--- src/rtl/gpio_irq_port.sv ---
module gpio_irq_port #(
  parameter int PINS = 32,
  parameter int AW   = 5
) (
  input  logic            clk,
  input  logic            rst_n,
  input  logic            bus_we,
  input  logic [AW-1:0]   bus_addr,
  input  logic [PINS-1:0] bus_wdata,
  output logic [PINS-1:0] bus_rdata,
  input  logic [PINS-1:0] pad_in,
  output logic [PINS-1:0] pad_out,
  output logic [PINS-1:0] pad_oe,
  output logic            irq_lo,
  output logic            irq_hi,
  output logic            irq_all
);
  localparam int HALF = PINS / 2;

  localparam logic [AW-1:0] A_DATA = AW'(5'h00);
  localparam logic [AW-1:0] A_DIR  = AW'(5'h04);
  localparam logic [AW-1:0] A_PAD  = AW'(5'h08);
  localparam logic [AW-1:0] A_CLO  = AW'(5'h0C);
  localparam logic [AW-1:0] A_CHI  = AW'(5'h10);
  localparam logic [AW-1:0] A_MASK = AW'(5'h14);
  localparam logic [AW-1:0] A_STAT = AW'(5'h18);
  localparam logic [AW-1:0] A_BOTH = AW'(5'h1C);

  logic [PINS-1:0] data_q, dir_q, cfg_lo_q, cfg_hi_q, mask_q, stat_q, both_q;
  logic [PINS-1:0] sync1_q, sync2_q, prev_q;
  logic [PINS-1:0] hit, clr;

  wire [PINS-1:0] rise = sync2_q & ~prev_q;
  wire [PINS-1:0] fall = ~sync2_q & prev_q;

  for (genvar i = 0; i < PINS; i++) begin : g_pin
    localparam int F = 2 * (i % HALF);
    logic [1:0] code;
    if (i < HALF) begin : g_lo
      assign code = cfg_lo_q[F+1:F];
    end else begin : g_hi
      assign code = cfg_hi_q[F+1:F];
    end
    always_comb begin
      if (both_q[i]) hit[i] = rise[i] | fall[i];
      else begin
        case (code)
          2'd0:    hit[i] = ~sync2_q[i];
          2'd1:    hit[i] = sync2_q[i];
          2'd2:    hit[i] = rise[i];
          default: hit[i] = fall[i];
        endcase
      end
    end
  end

  assign clr = (bus_we && bus_addr == A_STAT) ? bus_wdata : '0;

  always_ff @(posedge clk or negedge rst_n) begin
    if (!rst_n) begin
      data_q   <= '0;
      dir_q    <= '0;
      cfg_lo_q <= '0;
      cfg_hi_q <= '0;
      mask_q   <= '0;
      stat_q   <= '0;
      both_q   <= '0;
      sync1_q  <= '0;
      sync2_q  <= '0;
      prev_q   <= '0;
    end else begin
      sync1_q <= pad_in;
      sync2_q <= sync1_q;
      prev_q  <= sync2_q;
      stat_q  <= (stat_q & ~clr) | hit;
      if (bus_we) begin
        case (bus_addr)
          A_DATA:  data_q   <= bus_wdata;
          A_DIR:   dir_q    <= bus_wdata;
          A_CLO:   cfg_lo_q <= bus_wdata;
          A_CHI:   cfg_hi_q <= bus_wdata;
          A_MASK:  mask_q   <= bus_wdata;
          A_BOTH:  both_q   <= bus_wdata;
          default: ;
        endcase
      end
    end
  end

  always_comb begin
    case (bus_addr)
      A_DATA:  bus_rdata = data_q;
      A_DIR:   bus_rdata = dir_q;
      A_PAD:   bus_rdata = sync2_q;
      A_CLO:   bus_rdata = cfg_lo_q;
      A_CHI:   bus_rdata = cfg_hi_q;
      A_MASK:  bus_rdata = mask_q;
      A_STAT:  bus_rdata = stat_q;
      A_BOTH:  bus_rdata = both_q;
      default: bus_rdata = '0;
    endcase
  end

  wire [PINS-1:0] pend = stat_q & mask_q;

  assign pad_out = data_q;
  assign pad_oe  = dir_q;
  assign irq_lo  = |pend[HALF-1:0];
  assign irq_hi  = |pend[PINS-1:HALF];
  assign irq_all = |pend;
endmodule

--- config.mk ---
export PLATFORM = sky130hd
export DESIGN_NAME = gpio_irq_port
export DESIGN_NICKNAME = d
export VERILOG_FILES = /design/src/rtl/gpio_irq_port.sv
export SDC_FILE = /design/constraint.sdc
export NUM_CORES = 1
export LEC_CHECK = 0
export BUFFER_PORTS_ARGS = -buffer_cell sky130_fd_sc_hd__buf_2
export CAP_MARGIN = 20
export CORE_MARGIN = 2
export CORE_UTILIZATION = 50
export CTS_BUF_LIST = sky130_fd_sc_hd__clkbuf_16
export CTS_CLUSTER_DIAMETER = 80
export DETAILED_ROUTE_END_ITERATION = 10
export GPL_TIMING_DRIVEN = 1
export PLACE_DENSITY = 0.75
export SLEW_MARGIN = 20
export SYNTH_ARGS = -nofsm -noshare
export SYNTH_HDL_FRONTEND = slang
export SYNTH_SLANG_ARGS = --single-unit
--- constraint.sdc ---
create_clock -name clk -period 4.1 [get_ports clk]
set_input_delay 0.41 -clock clk [delete_from_list [all_inputs] [get_ports clk]]
set_output_delay 0.41 -clock clk [all_outputs]
set_load 0.01 [all_outputs]
==> metrics, run 1 <==
run status finished clean; crit path kind input pin to primary output; Post-Synthesis Cells 1,272; Slew Limit Headroom 0.446; FF+latch area 8010 µm²; sequential share of the synthesized area 0.532; Leak 8.76 nW; synthesized area 15,100 µm²; final instance area between 15,000 and 20,000 µm²; Seq cells post-synth 320; Synth top area share 0.532; clock-pin slew on the worst setup and hold paths 50 ps; Clock Path Buffers 3; antenna violations before repair 1; CP max stage cell nor4bb_4; area leader, netlist dfrtp_1; Sw Ratio 0.285; Top Metal Used met4; CTS buffer count 36; Rows 63; Mapped Avg Cell Area 11.8 µm²; FILL cells 2,447; area of the multi-input gates about 6400 µm²; WL met1 16.9 mm; placed inst area 16,400 µm²; Die Y-Extent around 180 µm; top cells by count, synth dfrtp_1 (320), nand2_1 (154), o21ai_0 (150), mux2i_1 (125), mux2_2 (97); Max VDD drop 0.329 mV; slowest stage delay, CP 850 ps; Final Skew 12.5 ps; First DRT Iteration DRCs 896; Post-layout nets approximately 1,600; Worst Path Max Fanout 22; Clk Latency, worst-skew pair 510 ps; Startpoint Class input pin; count leader, synth dfrtp_1; Worst Path Buf+Inv 3; Power Internal between 5 and 6 mW; crit-path cells buf_2 -> nor4bb_4 -> buf_4 -> a221o_1 -> buf_2; postcts setup bufs 0; total die area 31,500 µm²; P_sw 2.39 mW; number of global-route vias before repair about 11,000; DP HPWL between 20 and 30 mm; combinational power share 0.166; top cells by area, synth dfrtp_1 (53%), mux2i_1 (8.3%), mux2_2 (7.3%); met2 routed wirelength 18.5 mm; DRC viols 0; Initial Util 0.508; data required time at the worst endpoint 3690 ps; Antenna Nets Post-Route 0; layout cells sized above 1 0.255; routed len/inst 21.2 µm; TritonCTS clock tree yes; Seq pwr share 0.482; hold crit path type input pin to flip-flop; met3 routed WL approximately 3.1 mm; drt total wl 39.9 mm; Port Buffers 170; RSZ-0062 raised after global routing no; power per cell area 473 nW/µm²; flop-to-flop setup slack 2670 ps; die width ~180 µm; fmax around 0.32 GHz; Async SR Flop Fraction 1.00; final setup fails 0; Worst Tran Pin Value 831 ps; syn nets 1,408; GRT Total Usage 0.259; H-tree depth 2; Boundary Pins 171; Max Cap Viol 0; PostCTS Resize Cnt 0; crit-path leading delay family buffers and inverters; routability-driven placement congestion ratio 0.853; Root Buffer clkbuf_16; grt total ovfl 0; first-pass GRT wire length 62.2 mm; count of final hold-check violations 0; CP endpoint kind primary output; crit share post-route 0.752; Tmin final slightly above 3000 ps; Post-synth EDFFs 0; Fin Setup TNS 0 ps; TritonCTS sink count 320; largest net degree at the start of global routing 107; via/cell ratio 5.75; Core ar. 29,600 µm²; P&R area growth vs syn 17.5%; Top cell by count, worst path buf_2; Yosys cell types 32; Slew Limit Fails 0; clock share of power 0.352; yosys synthesis warning count 0; CP Data Arrival Time 2670 ps; Pre-antenna DRT Iters 5; Via Count between 10,000 and 15,000; ys flop type dfrtp_1
[registers in the layout, summed over array words and instances, names as in the netlist]
name	count
cfg_hi_q	32
pad_oe	32
sync1_q	32
mask_q	32
cfg_lo_q	32
prev_q	32
pad_out	32
sync2_q	32
stat_q	32
both_q	32
[cells in the final DEF, fill, tap and decap left out, types with 31 or more instances in the layout]
cell type  Yosys  layout
o21ai_0      150     150
a22o_1        39      39
dfrtp_1      320     320
ha_1          64      64
mux2i_1      125     125
a221o_1       33      33
buf_2         16     168
mux2_2        97      97
o22ai_1       31      31
clkbuf_16      0      37
nand2_1      154     154
inv_1         96     105
[timing repair]
action,in CTS,in global routing
endpoints found under the setup margin,0,0
endpoints found under the hold margin,109,2
hold buffers,21,2
[stage by stage]
stage               utilization  hold slack, ps  setup slack (ps)  std cells  total power, mW
floorplan                     -             114              1950       1272             4.84
global placement          0.553             332              1040       1798             5.39
detailed placement        0.553             335               969       1798             5.45
CTS                       0.596          0.0850              1050       1882             8.42
global route              0.597            1.99               949       1885             8.77
finish                    0.597            12.6              1020       1885             8.38
[area by class of cell]
type | instances | share of cell area
Sequential cell | 320 | 0.452
Antenna cell | 1 | 0.000141
Clock inverter | 26 | 0.00792
Multi-Input combinational cell | 794 | 0.363
Timing Repair Buffer | 221 | 0.0758
Clock buffer | 37 | 0.0523
Tap cell | 390 | 0.0276
Inverter | 96 | 0.0204
[power groups by stage]
stage	registers (mW)	logic, mW	clock network (mW)
floorplan	3.98	0.857	0
global placement	4.07	1.33	0
detailed placement	4.09	1.37	0
CTS	4.03	1.40	2.99
global route	4.09	1.54	3.14
finish	4.04	1.39	2.95
[routing by layer]
layer  vias to the layer above  global-route usage
li1                       4887                   -
met2                       444               0.403
met3                        88              0.0516
met4                         0              0.0997
met1                      5420               0.358
met5                         -                   0
[worst paths after layout]
kind / endpoint / cells past startpoint / startpoint
worst max-delay path: bus_rdata[28] / 5 / bus_addr[2]
worst min-delay path: sync1_q[22] / 1 / pad_in[22]
worst max register to register: stat_q[25] / 6 / sync2_q[25]
worst min register to register: sync2_q[14] / 0 / sync1_q[14]
max in group asynchronous: pad_oe[6] / 3 / rst_n
min in group asynchronous: sync1_q[28] / 2 / rst_n
[cell families (layout without fill, tap and decap cells)]
logic type	after synthesis	in the layout	share of synthesized area
compound gates	265	265	0.114
xor+xnor	30	30	0.0174
fa+ha+maj	64	64	0.0532
buf+inv	158	380	0.0430
flops	320	320	0.532
mux	260	260	0.193
other cells	0	1	0
simple gates	175	175	0.0476
(Power assumes the default switching activity.)
==> inputs of run 2 (changes only) <==
==> constraint.sdc (replaced) <==
create_clock -name clk -period 3.2 [get_ports clk]
set_input_delay 0.32 -clock clk [delete_from_list [all_inputs] [get_ports clk]]
set_output_delay 0.32 -clock clk [all_outputs]
set_load 0.01 [all_outputs]
==> run 2 against run 1 <==
Clock power is 35% higher. Design area is 1.2% higher. Final cell count is 0.85% higher. Non-clock buffer count is 16 higher. Critical path type is now flip-flop to primary output. Die area stayed put. Core utilization is 0.72 points higher.
==> metrics, run 2 (same netlist as run 1, synthesis figures left out) <==
Root Buffer clkbuf_16; grt peak-use layer met2; First DRT Iteration DRCs 744 (-17%); Worst Path Max Fanout 3 (-86%); crit path kind flip-flop to primary output; Antenna Nets Post-Route 0 (unchanged); Leak 8.85 nW (+1.0%); TritonCTS sink count 320 (unchanged); Setup WS post-layout 399 ps (-618 ps); routability-driven placement congestion ratio 0.903 (+5.8%); worst hold slack 86.1 ps (+73.5 ps); number of global-route vias before repair 11,237 (+3.1%); run status finished clean; Startpoint Class flip-flop; CP Data Arrival Time 2480 ps (-190 ps); hold crit path type input pin to flip-flop; RR Startpoint sync2_q[26]; reg-to-reg critical path endpoint stat_q[26]; M1 GR Usage 0.358 (about the same); Max VDD drop 0.384 mV (+17%); count of final hold-check violations 0 (unchanged); crit-path cells a22o_1 -> a221oi_1 -> nand4_1 -> or2_2 -> buf_2; Slew Limit Fails 0 (unchanged); commonest non-fill, non-tap cell in the layout dfrtp_1; worst setup path end irq_all; H-tree depth 2 (unchanged); die width 178 µm (unchanged); met3 GRT Util 0.0506 (-0.00107); placed inst area 16,500 µm² (+0.35%); Worst Tran Pin Value 667 ps (-165 ps); CTS buffer count 36 (unchanged); GRT Total Usage 0.264 (+0.00553); crit-path leading delay family simple AND/OR/NAND/NOR gates; largest net degree at the start of global routing 85 (-21%); Clk Latency, worst-skew pair 520 ps (about the same); flop-to-flop setup slack 1700 ps (-970 ps); WP depth 5 (unchanged); CP max stage cell dfrtp_1; TritonCTS clock tree yes; crit share post-route 0.875; Clock Path Buffers 3 (unchanged); RSZ-0062 raised after global routing no; fmax 0.357 GHz; FILL cells 2,380 (-2.7%); grt total ovfl 0 (unchanged); Tmin final 2800 ps; layout cells sized above 1 0.257 (+0.00176); worst slack, placed 739 ps (-230 ps); Via Count 10,895 (+0.52%); Critical Path Start stat_q[23]; met2 Usage GRT 0.419 (+0.0157); Port Buffers 170 (unchanged); drt total wl 40.9 mm (+2.3%); Post-layout nets 1,621 (+1.0%); antenna violations before repair 1 (unchanged); min-delay src bus_wdata[29]; final setup fails 0 (unchanged); P&R area growth vs syn 18.9%; Core ar. 29,600 µm² (unchanged); Die Y-Extent 178 µm (unchanged); # diodes 0 (-1); via/cell ratio 5.73 (-0.33%); Initial Util 0.508 (unchanged); Final Skew 8.23 ps (-4.23 ps); Fin Setup TNS 0 ps (unchanged); Pre-antenna DRT Iters 5 (unchanged); slowest stage delay, CP 430 ps (-420 ps); final instance area 17,900 µm² (+1.2%); Max Cap Viol 0 (unchanged); Slew Limit Headroom 0.555 (+0.110); R2R cell count 6 (unchanged); Rows 63 (unchanged); power per cell area 613 nW/µm² (+29%); first-pass GRT wire length 63.4 mm (+1.9%); postcts setup bufs 0 (unchanged); commonest cells after routing, fill and taps aside dfrtp_1 (320), buf_2 (168), nand2_1 (154); Boundary Pins 171 (unchanged); Worst Path Buf+Inv 1 (-2); DP HPWL 28.8 mm (+3.2%); CP endpoint kind primary output; total die area 31,500 µm² (unchanged); DRC viols 0 (unchanged); routed len/inst 21.5 µm (+1.4%); data required time at the worst endpoint 2880 ps (-810 ps); clock-pin slew on the worst setup and hold paths 60 ps (about the same)
-- run 2: area by class of cell --
cell class              instances  area [µm²]  area share
multi-input cells             794        6430       0.359
clock inverters                27         199      0.0111
flip-flops and latches        320        8010       0.447
inverters                      96         360      0.0201
repair buffers                237        1500      0.0837
clock buffers                  37         926      0.0517
well taps                     390         488      0.0272
-- run 2: worst min path at each step --
stage | end | slack [ps] | cells after the start
floorplan | both_q[0] | 20 | 0
global placement | sync2_q[14] | 330 | 0
detailed placement | sync2_q[13] | 330 | 0
CTS | pad_oe[29] | 70 | 2
global route | pad_oe[29] | 90 | 2
finish | pad_oe[29] | 90 | 2
-- run 2: where the power goes --
| group | internal (mW) | total (mW) | switching (mW) |
|---|---|---|---|
| Sequential | 4.58 | 5.17 | 0.594 |
| Clock | 2.34 | 3.99 | 1.65 |
| Combinational | 0.937 | 1.82 | 0.879 |
| Total | 7.85 | 11.0 | 3.12 |
-- run 2: layer usage --
| metal | up-vias | wire, µm |
|---|---|---|
| li1 | 4907 | - |
| met1 | 5459 | 17500 |
| met3 | 99 | 2760 |
| met2 | 428 | 19200 |
| met4 | 2 | 1450 |
| met5 | - | 9 |
-- run 2: stage by stage --
| step | cells | power, mW | utilization |
|---|---|---|---|
| 2_1_floorplan | 1272 | 6.20 | - |
| 3_3_place_gp | 1804 | 6.93 | 0.555 |
| 3_5_place_dp | 1804 | 7.01 | 0.555 |
| 4_1_cts | 1901 | 11.0 | 0.604 |
| 5_1_grt | 1901 | 11.5 | 0.604 |
| 6_report | 1901 | 11.0 | 0.604 |
-- run 2: repair_timing --
action,4_1_cts,5_1_grt
hold buffers,33,0
hold endpoints to repair,110,0
resized for setup,0,0
